### config.mk
export PLATFORM = sky130hd
export DESIGN_NAME = rst_pulse_ctl
export DESIGN_NICKNAME = d
export VERILOG_FILES = /design/src/rtl/rpc_pkg.sv /design/src/rtl/rpc_cfg_reg.sv /design/src/rtl/rpc_pulse_timer.sv /design/src/rtl/rpc_pin_drive.sv /design/src/rtl/rst_pulse_ctl.sv
export SDC_FILE = /design/constraint.sdc
export NUM_CORES = 1
export LEC_CHECK = 0
export BUFFER_PORTS_ARGS = -buffer_cell sky130_fd_sc_hd__buf_2
export CORE_UTILIZATION = 45
export DETAILED_ROUTE_END_ITERATION = 10
export HOLD_SLACK_MARGIN = 0.06
export PLACE_DENSITY_LB_ADDON = 0.12
export SYNTH_ARGS = -nofsm -noshare
export SYNTH_HDL_FRONTEND = slang
export SYNTH_SLANG_ARGS = --single-unit
### constraint.sdc
create_clock -name clk -period 2.93 [get_ports clk]
set_clock_uncertainty 0.2 [all_clocks]
set_input_delay 0.293 -clock clk [delete_from_list [all_inputs] [get_ports clk]]
set_output_delay 0.293 -clock clk [all_outputs]
set_load 0.01 [all_outputs]
### src/rtl/rpc_pkg.sv
// Package: shared constants and types for the reset pulse controller.
// Assumes the command byte sits in the top eight bits of the data word.
package rpc_pkg;

    // Command byte values carried in the top byte of a write
    localparam logic [7:0] CMD_ACT_HIGH   = 8'hA5;
    localparam logic [7:0] CMD_ACT_LOW    = 8'h5A;
    localparam logic [7:0] CMD_PUSH_PULL  = 8'hA8;
    localparam logic [7:0] CMD_OPEN_DRAIN = 8'h8A;

    // Pin behaviour selected by the configuration word
    typedef struct packed {
        logic act_high;   // 1: pulse drives high, 0: pulse drives low
        logic push_pull;  // 1: always driven, 0: drive-low-only
    } pin_mode_t;

endpackage

### src/rtl/rpc_cfg_reg.sv
// Module: configuration word for the reset pulse.
// Every write replaces the width. The command byte may change the polarity or the
// drive type. Reads are combinational. Assumes WID_W <= DATA_W - 10.
module rpc_cfg_reg
    import rpc_pkg::*;
#(
    parameter int DATA_W = 32,
    parameter int WID_W  = 20,
    parameter logic [WID_W-1:0] RST_WIDTH = WID_W'(8'hFF)
) (
    input  logic              clk,
    input  logic              rst_n,
    input  logic              wr_en,
    input  logic [DATA_W-1:0] wr_data,
    output logic [WID_W-1:0]  width,
    output pin_mode_t         mode,
    output logic [DATA_W-1:0] rd_data
);

    localparam int CMD_LSB = DATA_W - 8;
    localparam int POL_BIT = DATA_W - 1;
    localparam int DRV_BIT = DATA_W - 2;

    logic [7:0] cmd;
    assign cmd = wr_data[DATA_W-1:CMD_LSB];

    // Bits between the width and the command byte are never stored
    logic unused_gap_bits;
    assign unused_gap_bits = ^wr_data[CMD_LSB-1:WID_W];

    // Width register: reloaded from the low data bits on every write
    always_ff @(posedge clk) begin
        if (!rst_n)     width <= RST_WIDTH;
        else if (wr_en) width <= wr_data[WID_W-1:0];
    end

    // Mode bits: changed only by a matching command byte
    always_ff @(posedge clk) begin
        if (!rst_n) begin
            mode <= '{act_high: 1'b0, push_pull: 1'b0};
        end else if (wr_en) begin
            case (cmd)
                CMD_ACT_HIGH:   mode.act_high  <= 1'b1;
                CMD_ACT_LOW:    mode.act_high  <= 1'b0;
                CMD_PUSH_PULL:  mode.push_pull <= 1'b1;
                CMD_OPEN_DRAIN: mode.push_pull <= 1'b0;
                default: ;
            endcase
        end
    end

    // Read word assembly: unused bits read as zero
    always_comb begin
        rd_data          = '0;
        rd_data[WID_W-1:0] = width;
        rd_data[POL_BIT] = mode.act_high;
        rd_data[DRV_BIT] = mode.push_pull;
    end

    AST_WIDTH_LOAD: assert property (@(posedge clk) disable iff (!rst_n)
        wr_en |=> width == $past(wr_data[WID_W-1:0]));
    AST_POL_HIGH: assert property (@(posedge clk) disable iff (!rst_n)
        wr_en && cmd == CMD_ACT_HIGH |=> mode.act_high);
    AST_DRV_PP: assert property (@(posedge clk) disable iff (!rst_n)
        wr_en && cmd == CMD_PUSH_PULL |=> mode.push_pull);
    AST_MODE_KEEP: assert property (@(posedge clk) disable iff (!rst_n)
        wr_en && cmd != CMD_ACT_HIGH && cmd != CMD_ACT_LOW &&
        cmd != CMD_PUSH_PULL && cmd != CMD_OPEN_DRAIN |=> $stable(mode));

endmodule

### src/rtl/rpc_pulse_timer.sv
// Module: pulse length timer.
// An idle trigger snapshots the width and starts the pulse. Each tick counts down
// once, and the tick seen at zero ends the pulse. Triggers while busy are dropped.
module rpc_pulse_timer #(
    parameter int WID_W = 20
) (
    input  logic             clk,
    input  logic             rst_n,
    input  logic             tick,
    input  logic             trigger,
    input  logic [WID_W-1:0] load_width,
    output logic             busy
);

    localparam logic [WID_W-1:0] ONE = WID_W'(1);

    logic [WID_W-1:0] remain;

    // Start, count down and finish the pulse
    always_ff @(posedge clk) begin
        if (!rst_n) begin
            busy   <= 1'b0;
            remain <= '0;
        end else if (!busy) begin
            if (trigger) begin
                busy   <= 1'b1;
                remain <= load_width;
            end
        end else if (tick) begin
            if (remain == '0) busy   <= 1'b0;
            else              remain <= remain - ONE;
        end
    end

    AST_TRIG_START: assert property (@(posedge clk) disable iff (!rst_n)
        !busy && trigger |=> busy && remain == $past(load_width));
    AST_NO_TICK_HOLD: assert property (@(posedge clk) disable iff (!rst_n)
        busy && !tick |=> busy && $stable(remain));
    AST_BUSY_TRIG_IGNORED: assert property (@(posedge clk) disable iff (!rst_n)
        busy && trigger && tick && remain != '0 |=> busy && remain == $past(remain) - ONE);

endmodule

### src/rtl/rpc_pin_drive.sv
// Module: maps pulse state and mode onto the output-enable/value pair.
// Push-pull always drives. Open-drain drives low only and releases otherwise.
module rpc_pin_drive
    import rpc_pkg::*;
(
    input  logic      busy,
    input  pin_mode_t mode,
    output logic      pin_oe,
    output logic      pin_val
);

    logic level;

    // Pin level: active polarity during a pulse, opposite when idle
    always_comb begin
        level   = busy ? mode.act_high : ~mode.act_high;
        pin_oe  = mode.push_pull ? 1'b1 : ~level;
        pin_val = mode.push_pull ? level : 1'b0;
    end

endmodule

### src/rtl/rst_pulse_ctl.sv
// Module: reset pulse controller top.
// Joins the configuration word, the pulse timer and the pin stage.
// Assumes tick is a single-cycle enable synchronous to clk.
module rst_pulse_ctl
    import rpc_pkg::*;
#(
    parameter int DATA_W = 32,
    parameter int WID_W  = 20
) (
    input  logic              clk,
    input  logic              rst_n,
    input  logic              wr_en,
    input  logic [DATA_W-1:0] wr_data,
    output logic [DATA_W-1:0] rd_data,
    input  logic              tick,
    input  logic              trigger,
    output logic              pin_oe,
    output logic              pin_val
);

    logic [WID_W-1:0] width;
    pin_mode_t        mode;
    logic             busy;

    rpc_cfg_reg #(.DATA_W(DATA_W), .WID_W(WID_W)) u_cfg (
        .clk(clk), .rst_n(rst_n), .wr_en(wr_en), .wr_data(wr_data),
        .width(width), .mode(mode), .rd_data(rd_data)
    );

    rpc_pulse_timer #(.WID_W(WID_W)) u_timer (
        .clk(clk), .rst_n(rst_n), .tick(tick), .trigger(trigger),
        .load_width(width), .busy(busy)
    );

    rpc_pin_drive u_drive (
        .busy(busy), .mode(mode), .pin_oe(pin_oe), .pin_val(pin_val)
    );

    AST_PP_DRIVEN: assert property (@(posedge clk) disable iff (!rst_n)
        mode.push_pull |-> pin_oe);
    AST_OD_LOW_ONLY: assert property (@(posedge clk) disable iff (!rst_n)
        !mode.push_pull |-> !pin_val);

endmodule

==> metrics.txt, run 1 <==
status completed; Clk pin slew, worst setup/hold paths approximately 0.080 ns; hpwl dp approximately 3800 um; CTS Sinks 43; number of placement rows 26; htree depth 2; Port-buffer cells 56; Die ar. 5550 um2; Post-CTS Setup Inserts 0; Distinct cells, synth 54; core area 5070 um2; post-synth top area cell dfxtp_1; Leakage 1.27 nW; Via density 5.30; GP Congestion 0.844; Iteration-0 DRC Markers between 150 and 200; Nets 388; # DRC 0; Max IR drop VDD 300 uV; clock share of power 0.257; pin count of the biggest net entering global routing 30; Syn Area/Cell 8.48 um2; Sw Ratio 0.336; sequential element share of the synthesized area 0.364; Post-synth top cells dfxtp_1 (43), nand2_1 (34), nor2_1 (30), mux2i_1 (20), a21oi_1 (18); NetSw 0.539 mW; Fmax 414 MHz; clock buffer depth 2; Initial Util 0.466; Setup Viol. Count Final 0; min Tclk post-route 2.42 ns; Synth Flop Type dfxtp_1; wire length per cell 13.5 um; hold crit path type in2reg; DR vias 2,226; register bit count reported by yosys 43; Slew Limit Fails 0; initial antenna violation count 0; vias in the first global route ~2,100; Synth top area share 0.364; synth top area cells dfxtp_1 (36%), mux2i_1 (8.5%), nand2_1 (5.4%); final hold violation count 0; clock root cell clkbuf_8; layout cell share with drive strength beyond 1 0.234; Total Wirelength 5680 um; DRT Pass-1 Iters 4; Max Cap Violations 0; Mapped Cells 279; Pwr Total 1.60 mW; Worst-Skew Late Latency 0.29 ns; CTS tree built; crit start category register; Internal Power about 1.1 mW; GRT Overall Usage 0.220; Final ANT Viol Nets 0; Syn. warnings 0; synth-to-layout area growth 24.4%; CTS Buf Count 5; Syn Std Cell Area 2360 um2; n_diodes 0; CP required a little under 3 ns; # IOs 71; crit share post-route 0.824; worst-path maximum fanout 25; register share of total power 0.431; unrepaired setup endpoints after global routing no; fillers 483; die width 74.5 um; CP endpoint kind register; sum of negative setup slack 0 ns; Logic pwr share 0.312; Die Y 74.5 um; global-route wire length before repair 9320 um; Critical Path AT 2.40 ns; Synth async-reset ratio 0; EDFF count, synth 0; PD cells 545 nW/um2; Least-Margin Pin Slew 0.977 ns; most common cell in the synthesized netlist dfxtp_1; Slew Limit Headroom 0.348; GRT overflow 0; Crit Path Class reg2reg
## state kept, by name, indices dropped and copies added (netlist names)
signal          count
u_timer.remain     20
u_timer.busy        1
u_cfg.mode          2
u_cfg.width        20
## critical path, stage by stage (launching register included)
cell     delay [ns]
dfxtp_1        0.35
or4_4          0.56
nor3_4         0.35
a32o_1         0.29
buf_4          0.30
a21oi_1        0.07
o21a_1         0.19
## layout by cell type, fill, tap and decap left out, types with 3 or more instances in the layout
| cell type | count |
|---|---|
| dfxtp_1 | 43 |
| inv_1 | 6 |
| mux2i_1 | 20 |
| buf_4 | 6 |
| o21ai_0 | 3 |
| nor2_1 | 30 |
| a21o_1 | 3 |
| a21oi_1 | 18 |
| dlygate4sd3_1 | 20 |
| o31ai_1 | 5 |
| a31oi_1 | 3 |
| o221a_2 | 3 |
| o211ai_1 | 8 |
| o21a_1 | 3 |
| or3_1 | 3 |
| o32ai_1 | 6 |
| a32oi_1 | 3 |
| clkbuf_8 | 7 |
| nor3_1 | 9 |
| nand2_1 | 34 |
| nand4_1 | 4 |
| conb_1 | 10 |
| nand3_1 | 5 |
| nor4_1 | 4 |
| buf_2 | 56 |
| and3_1 | 3 |
## per-stage QoR
step | setup slack [ns] | area (um2) | hold WS (ns) | instances | utilization
finish | 0.514 | 2940 | 0.0969 | 420 | 0.580
global route | 0.238 | 2940 | 0.107 | 420 | 0.580
CTS | 0.509 | 2940 | 0.0901 | 420 | 0.580
detailed placement | 0.514 | 2640 | 0.280 | 392 | 0.521
global placement | 0.537 | 2640 | 0.270 | 392 | 0.521
floorplan | 0.821 | 2400 | 0.222 | 288 | -
## metal layers
metal  track usage  part of all wire  vias to the layer above
met5             0                 0                        -
met4        0.0776             0.014                        0
met2         0.385              0.48                       65
met3        0.0420             0.042                        9
met1         0.267              0.46                     1003
li1              -                 -                     1149
## power by group through the flow
stage                     Combinational (mW)  Sequential, mW  Clock, mW
after floorplan                        0.377           0.701          0
after global placement                 0.474           0.703          0
after detailed placement               0.479           0.705          0
final                                  0.500           0.691      0.411
after CTS                              0.502           0.691      0.429
after global routing                   0.568           0.699      0.449
## final timing paths
| path | slack [ns] | cells past startpoint | startpoint | to |
|---|---|---|---|---|
| min reg2reg | 0.29 | 2 | u_timer.remain[10] | u_timer.remain[10] |
| max reg2reg | 0.51 | 6 | u_timer.remain[9] | u_timer.remain[12] |
| max | 0.51 | 6 | u_timer.remain[9] | u_timer.remain[12] |
| min | 0.1 | 4 | wr_data[27] | u_cfg.mode[1] |
## cell families after synthesis
family                   synth area share
other                             0.00159
XOR/XNOR                          0.00370
multiplexers                       0.0847
buffers and inverters              0.0825
AO/OA/AOI/OAI                       0.210
adder cells (fa/ha/maj)            0.0106
flip-flops                          0.364
AND/OR/NAND/NOR                     0.243
## timing repair
item | CTS | global route
gates resized for setup | 0 | 0
hold endpoints to repair | 20 | 0
hold buffers | 20 | 0
## layout make-up
class	count	area (um2)	share of cell area
Clock buffer	8	100	0.0340
Inverter	7	26.3	0.00893
Multi-Input combinational cell	210	1340	0.456
Sequential cell	43	861	0.293
Tap cell	70	87.6	0.0298
Timing Repair Buffer	82	526	0.179
Note: power is estimated with default switching activity, not from simulation.
==> inputs of run 2 (changes only) <==
--- a/config.mk
+++ b/config.mk
@@ -5,6 +5,7 @@
 export SDC_FILE = /design/constraint.sdc
 export NUM_CORES = 1
 export LEC_CHECK = 0
+export ABC_AREA = 1
 export BUFFER_PORTS_ARGS = -buffer_cell sky130_fd_sc_hd__buf_2
 export CORE_UTILIZATION = 45
 export DETAILED_ROUTE_END_ITERATION = 10
==> constraint.sdc (replaced) <==
create_clock -name clk -period 2.3 [get_ports clk]
set_clock_uncertainty 0.2 [all_clocks]
set_input_delay 0.23 -clock clk [delete_from_list [all_inputs] [get_ports clk]]
set_output_delay 0.23 -clock clk [all_outputs]
set_load 0.01 [all_outputs]
==> metrics.txt, run 2 <==
status finished with violations; failing checks DRC; final hold violation count 0 (unchanged); Post-synth top cells nand2_1 (75), nor2_1 (64), dfxtp_1 (43), o21ai_0 (43), inv_1 (34); most frequent cells in the layout nand2_1 (75), nor2_1 (64), buf_2 (56), o21ai_0 (43), dfxtp_1 (43); pin count of the biggest net entering global routing 32 (+6.7%); unrepaired setup endpoints after global routing no; most common cell in the synthesized netlist nand2_1; Least-Margin Pin Slew 0.579 ns (-0.398 ns); Syn Std Cell Area 2390 um2 (+1.2%); min Tclk post-route 1.90 ns (-0.518 ns); Placed Instances 481 (+23%); synth-to-layout area growth 25.6%; Fmax 527 MHz (+27%); Total Wirelength 6140 um (+8.1%); core area 5110 um2 (+0.64%); Port-buffer cells 56 (unchanged); Synth async-reset ratio 0 (unchanged); Slew Limit Headroom 0.613 (+0.265); Die Y 74.9 um (+0.59%); Post-CTS Setup Inserts 0 (unchanged); number of placement rows 26 (unchanged); Die ar. 5610 um2 (+1.2%); fillers 540 (+12%); CP required 2.29 ns (-0.63 ns); Worst path slowest cell dfxtp_1; CP cell instances inv_1, ha_1, nand2_1, nor2_1, nand3_2, nand2_2, nand2_4, buf_4, o21ai_0, nor2_1; # DRC 1 (+1); n_diodes 0 (unchanged); global-route wire length before repair 10,300 um (+10%); Worst-Skew Late Latency 0.30 ns (about the same); hpwl dp 4250 um (+13%); CTS tree built; biggest regs u_cfg.width x20, u_timer.remain x20, u_cfg.mode x2; buffers and inverters on the worst path 2 (+1); Max IR drop VDD 296 uV (-1.3%); hold crit path type in2reg; CP endpoint kind register; Max Cap Violations 0 (unchanged); Synth Flop Type dfxtp_1; post_cts resized 0 (unchanged); Initial Util 0.469 (+0.00267); DRT Pass-1 Iters 7 (+3); Leakage 1.45 nW (+14%); clock root cell clkbuf_8; Clk pin slew, worst setup/hold paths 0.09 ns (about the same); layout cell share with drive strength beyond 1 0.197 (-0.0375); EDFF count, synth 0 (unchanged); die width 74.9 um (+0.59%); Nets 480 (+24%); worst-path maximum fanout 15 (-40%); Register-to-Register Setup Slack 0.40 ns (-0.11 ns); GRT Overall Usage 0.241 (+0.0216); post-synth top area cell dfxtp_1; Final ANT Viol Nets 0 (unchanged); Iteration-0 DRC Markers 152 (-5.6%); peak per-stage delay on the critical path 0.34 ns (-0.22 ns); CTS Sinks 43 (unchanged); Via density 4.88 (-8.0%); # IOs 71 (unchanged); CTS Buf Count 5 (unchanged); sum of negative setup slack 0 ns (unchanged); synth top area cells dfxtp_1 (36%), nand2_1 (12%), nor2_1 (10%); Mapped Cells 366 (+31%); Critical Path AT 1.89 ns (-0.51 ns); htree depth 2 (unchanged); Slew Limit Fails 0 (unchanged); PD cells 617 nW/um2 (+13%); Distinct cells, synth 32 (-41%); Synth top area share 0.360 (-0.00438); vias in the first global route 2,185 (+4.6%); CP dominant cell by count nor2_1; crit start category register; initial antenna violation count 0 (unchanged); Post-Layout Cell Count 512 (+22%); crit share post-route 0.825 (about the same); Syn Area/Cell 6.54 um2 (-23%); register bit count reported by yosys 43 (unchanged); Crit Path Class reg2reg; clock buffer depth 2 (unchanged); GP Congestion 0.847 (+0.27%); commonest non-fill, non-tap cell in the layout nand2_1; Setup Viol. Count Final 0 (unchanged); Post-Route Utilization 0.589 (+0.00880); sequential element share of the synthesized area 0.360 (-0.00438); GRT overflow 0 (unchanged); Hold WS 0.0887 ns (-0.00812 ns); CP top delay family simple AND/OR/NAND/NOR gates; wire length per cell 12.0 um (-11%); Pwr Total 1.85 mW (+16%); DR vias 2,497 (+12%); Syn. warnings 0 (unchanged)
-- run 2: cell types whose count changed in the layout (fill, tap and decap cells not counted), moves of 15 or more --
cell / before / now
nand2_1: 34 / 75
o21ai_0: 3 / 43
nor2_1: 30 / 64
inv_1: 6 / 34
mux2i_1: 20 / 0
nand3_1: 5 / 20
-- run 2: tightest hold or removal path: cells and delay by family --
family                 cells  cell delay, ns
AND/OR/NAND/NOR            2            0.20
buffers and inverters      1            0.11
-- run 2: layout make-up --
type / instances / area, um2 / share of cell area
clock buffer: 5 / 68.8 / 0.0229
tap: 70 / 87.6 / 0.0291
inverter: 35 / 133 / 0.0441
multi-input combinational: 271 / 1280 / 0.426
timing repair buffer: 85 / 556 / 0.185
sequential: 43 / 861 / 0.286
clock inverter: 3 / 20.0 / 0.00666
-- run 2: kinds of logic after synthesis --
logic type / Yosys count / synth area share
AND/OR/NAND/NOR: 174 / 0.304
AO/OA/AOI/OAI: 78 / 0.179
buffers and inverters: 61 / 0.119
flip-flops: 43 / 0.360
XOR/XNOR: 7 / 0.0256
adder cells (fa/ha/maj): 2 / 0.0105
other: 1 / 0.00157
-- run 2: final timing paths --
check                        to  cells after the start              start
max          u_timer.remain[14]                     10  u_timer.remain[0]
min reg2reg     u_cfg.width[14]                      2    u_cfg.width[14]
max reg2reg  u_timer.remain[14]                     10  u_timer.remain[0]
min               u_cfg.mode[0]                      3        wr_data[28]
-- run 2: through the flow --
step,cell area [um2],setup slack [ns]
final,3010,0.402
after global placement,2690,0.436
after detailed placement,2690,0.423
after CTS,3010,0.403
after floorplan,2430,0.655
after global routing,3010,0.149
-- run 2: routing by layer --
metal	vias up	track usage	wire length (um)
met5	-	0	0
met4	0	0.0692	65
met3	7	0.0321	369
met2	83	0.386	2700
met1	1109	0.340	3000
li1	1298	-	-
-- run 2: power breakdown --
part,leakage [nW],switching [mW],internal [mW]
Sequential,0.356,0.0536,0.804
Combinational,1.06,0.310,0.202
Clock,0.0402,0.273,0.211
Total,1.45,0.637,1.22
-- run 2: timing repair --
action                     in CTS  in global routing
setup endpoints to repair       0                  0
hold endpoints to repair       22                  0
hold buffers                   23                  0
==> inputs of run 3 (changes only) <==
==> constraint.sdc (replaced) <==
create_clock -name clk -period 1.7 [get_ports clk]
set_clock_uncertainty 0.2 [all_clocks]
set_input_delay 0.17 -clock clk [delete_from_list [all_inputs] [get_ports clk]]
set_output_delay 0.17 -clock clk [all_outputs]
set_load 0.01 [all_outputs]
==> metrics.txt, run 3 (synthesis gave the netlist of run 2 again) <==
layout cell share with drive strength beyond 1 0.325 (+0.128); Slew Limit Fails 0 (unchanged); core area 5110 um2 (unchanged); met2 wire length 3230 um (+20%); most frequent cells in the layout nand2_1 (67), buf_2 (56), nor2_1 (54), buf_4 (36), o21ai_0 (35); area of the multi-input gates 1380 um2 (+7.7%); Max IR drop VDD 573 uV (+93%); peak per-stage delay on the critical path 0.37 ns (+0.03 ns); reg2reg end u_timer.remain[9]; initial antenna violation count 0 (unchanged); number of placement rows 26 (unchanged); CP endpoint kind register; Via density 4.90 (+0.40%); CTS tree built; top routing layer used met4; biggest regs u_cfg.width x20, u_timer.remain x20, u_cfg.mode x2; global-route wire length before repair 11,100 um (+7.9%); CP Launch Point u_timer.remain[1]; CP required 1.69 ns (-0.60 ns); Reg2Reg Depth 10 (unchanged); # DRC 0 (-1); final hold violation count 0 (unchanged); Pwr Total 3.07 mW (+66%); hpwl dp 4390 um (+3.2%); R2R Path Start u_timer.remain[1]; unrepaired setup endpoints after global routing yes; clock root cell clkbuf_8; Crit Path Class reg2reg; Register-to-Register Setup Slack 0.03 ns (-0.38 ns); Die Y 74.9 um (unchanged); Max Cap Violations 0 (unchanged); Initial Util 0.469 (unchanged); critical path endpoint u_timer.remain[9]; wire length per cell 12.5 um (+4.6%); htree depth 2 (unchanged); n_diodes 0 (unchanged); DR vias 2,693 (+7.8%); worst-path maximum fanout 10 (-5); pin count of the biggest net entering global routing 32 (unchanged); fillers 457 (-15%); PD cells 880 nW/um2 (+43%); dpl cell area 2910 um2 (+8.3%); Placed Instances 509 (+5.8%); status completed; met1 wire length 3250 um (+8.2%); Final ANT Viol Nets 0 (unchanged); crit start category register; Iteration-0 DRC Markers 121 (-20%); Post-Layout Cell Count 550 (+7.4%); commonest non-fill, non-tap cell in the layout nand2_1; die width 74.9 um (unchanged); Reg area 881 um2 (+2.3%); Clk pin slew, worst setup/hold paths 0.09 ns (about the same); hold crit path type in2reg; Nets 518 (+7.9%); clock buffer depth 2 (unchanged); CTS Sinks 43 (unchanged); GP Congestion 0.798 (-5.8%); min Tclk post-route 1.67 ns (-0.224 ns); Least-Margin Pin Slew 0.602 ns (+0.0232 ns); Total Wirelength 6900 um (+12%); Worst-Skew Late Latency 0.31 ns (about the same); CTS Buf Count 5 (unchanged); synth-to-layout area growth 45.8%; Slew Limit Headroom 0.598 (-0.0155); post-place setup slack -0.00402 ns (-0.427 ns); # IOs 71 (unchanged); Leakage 1.69 nW (+16%); Final Cell Area 3490 um2 (+16%); Critical Path AT 1.67 ns (-0.22 ns); GRT overflow 0 (unchanged); Die ar. 5610 um2 (unchanged); Fmax 597 MHz (+13%); crit share post-route 0.985 (+0.159); vias in the first global route 2,380 (+8.9%); routed length on met3 347 um (-6.0%); Worst path slowest cell dfxtp_4; Worst Setup Slack, final 0.0262 ns (-0.376 ns); Setup Viol. Count Final 0 (unchanged); GRT Overall Usage 0.262 (+0.0206); Port-buffer cells 56 (unchanged); CP cell instances inv_4, ha_4, nand2_2, nor2_2, nand3_2, nand2_2, nand2_4, buf_6, o21ai_0, nor2_1; DRT Pass-1 Iters 4 (-3); CP dominant cell by count nand2_2
run 3: cell types whose count changed in the layout (fill, tap and decap cells not counted), sizes merged:
cell | before | now
buf | 62 | 97
bufinv | 0 | 2
clkinv | 2 | 0
clkinvlp | 2 | 1
dlygate4sd3 | 23 | 26
inv | 34 | 35
run 3: area by class of cell:
cell class | count | share of cell area
inverter | 35 | 0.0398
clock buffer | 5 | 0.0197
multi-input combinational | 271 | 0.395
clock inverter | 3 | 0.0194
sequential | 43 | 0.252
timing repair buffer | 123 | 0.248
tap | 70 | 0.0251
run 3: routing by layer:
layer,global-route usage,vias up
met5,0,-
met4,0.0650,0
met3,0.0469,8
met2,0.418,78
met1,0.366,1228
li1,-,1379
run 3: repair_timing:
action,4_1_cts,5_1_grt
endpoints found under the hold margin,23,0
buffers inserted,1,7
hold buffers,26,0
pin swaps,3,15
endpoints found under the setup margin,16,21
resized for setup,12,47
run 3: worst max-delay path, delay by kind of cell, from the launching register on:
family	cells	cell delay, ns
adders and majority gates	1	0.13
AOI/OAI and AO/OA	1	0.15
buffers and inverters	2	0.22
and+or+nand+nor	6	0.49
DFF	1	0.37
run 3: worst min path at each step:
stage	from	endpoint	slack [ns]	cells after the start
after floorplan	wr_data[2]	u_cfg.width[2]	0.09	2
after global placement	wr_data[0]	u_cfg.width[0]	0.18	3
after detailed placement	wr_data[0]	u_cfg.width[0]	0.19	3
after CTS	wr_data[26]	u_cfg.mode[0]	0.06	4
after global routing	wr_data[25]	u_cfg.mode[1]	0.07	4
final	wr_data[25]	u_cfg.mode[1]	0.06	4
run 3: per-stage QoR:
stage	setup TNS, ns	hold slack (ns)	utilization
2_1_floorplan	0	0.0946	-
3_3_place_gp	0	0.184	0.570
3_5_place_dp	-0.00580	0.188	0.570
4_1_cts	-0.0446	0.0616	0.649
5_1_grt	-0.422	0.0695	0.683
6_report	0	0.0550	0.683
run 3: report_power, final:
group / total, mW / switching [mW] / leakage, nW / internal, mW
clock: 0.965 / 0.379 / 0.0644 / 0.586
combinational: 0.932 / 0.501 / 1.26 / 0.431
sequential: 1.18 / 0.0835 / 0.360 / 1.09
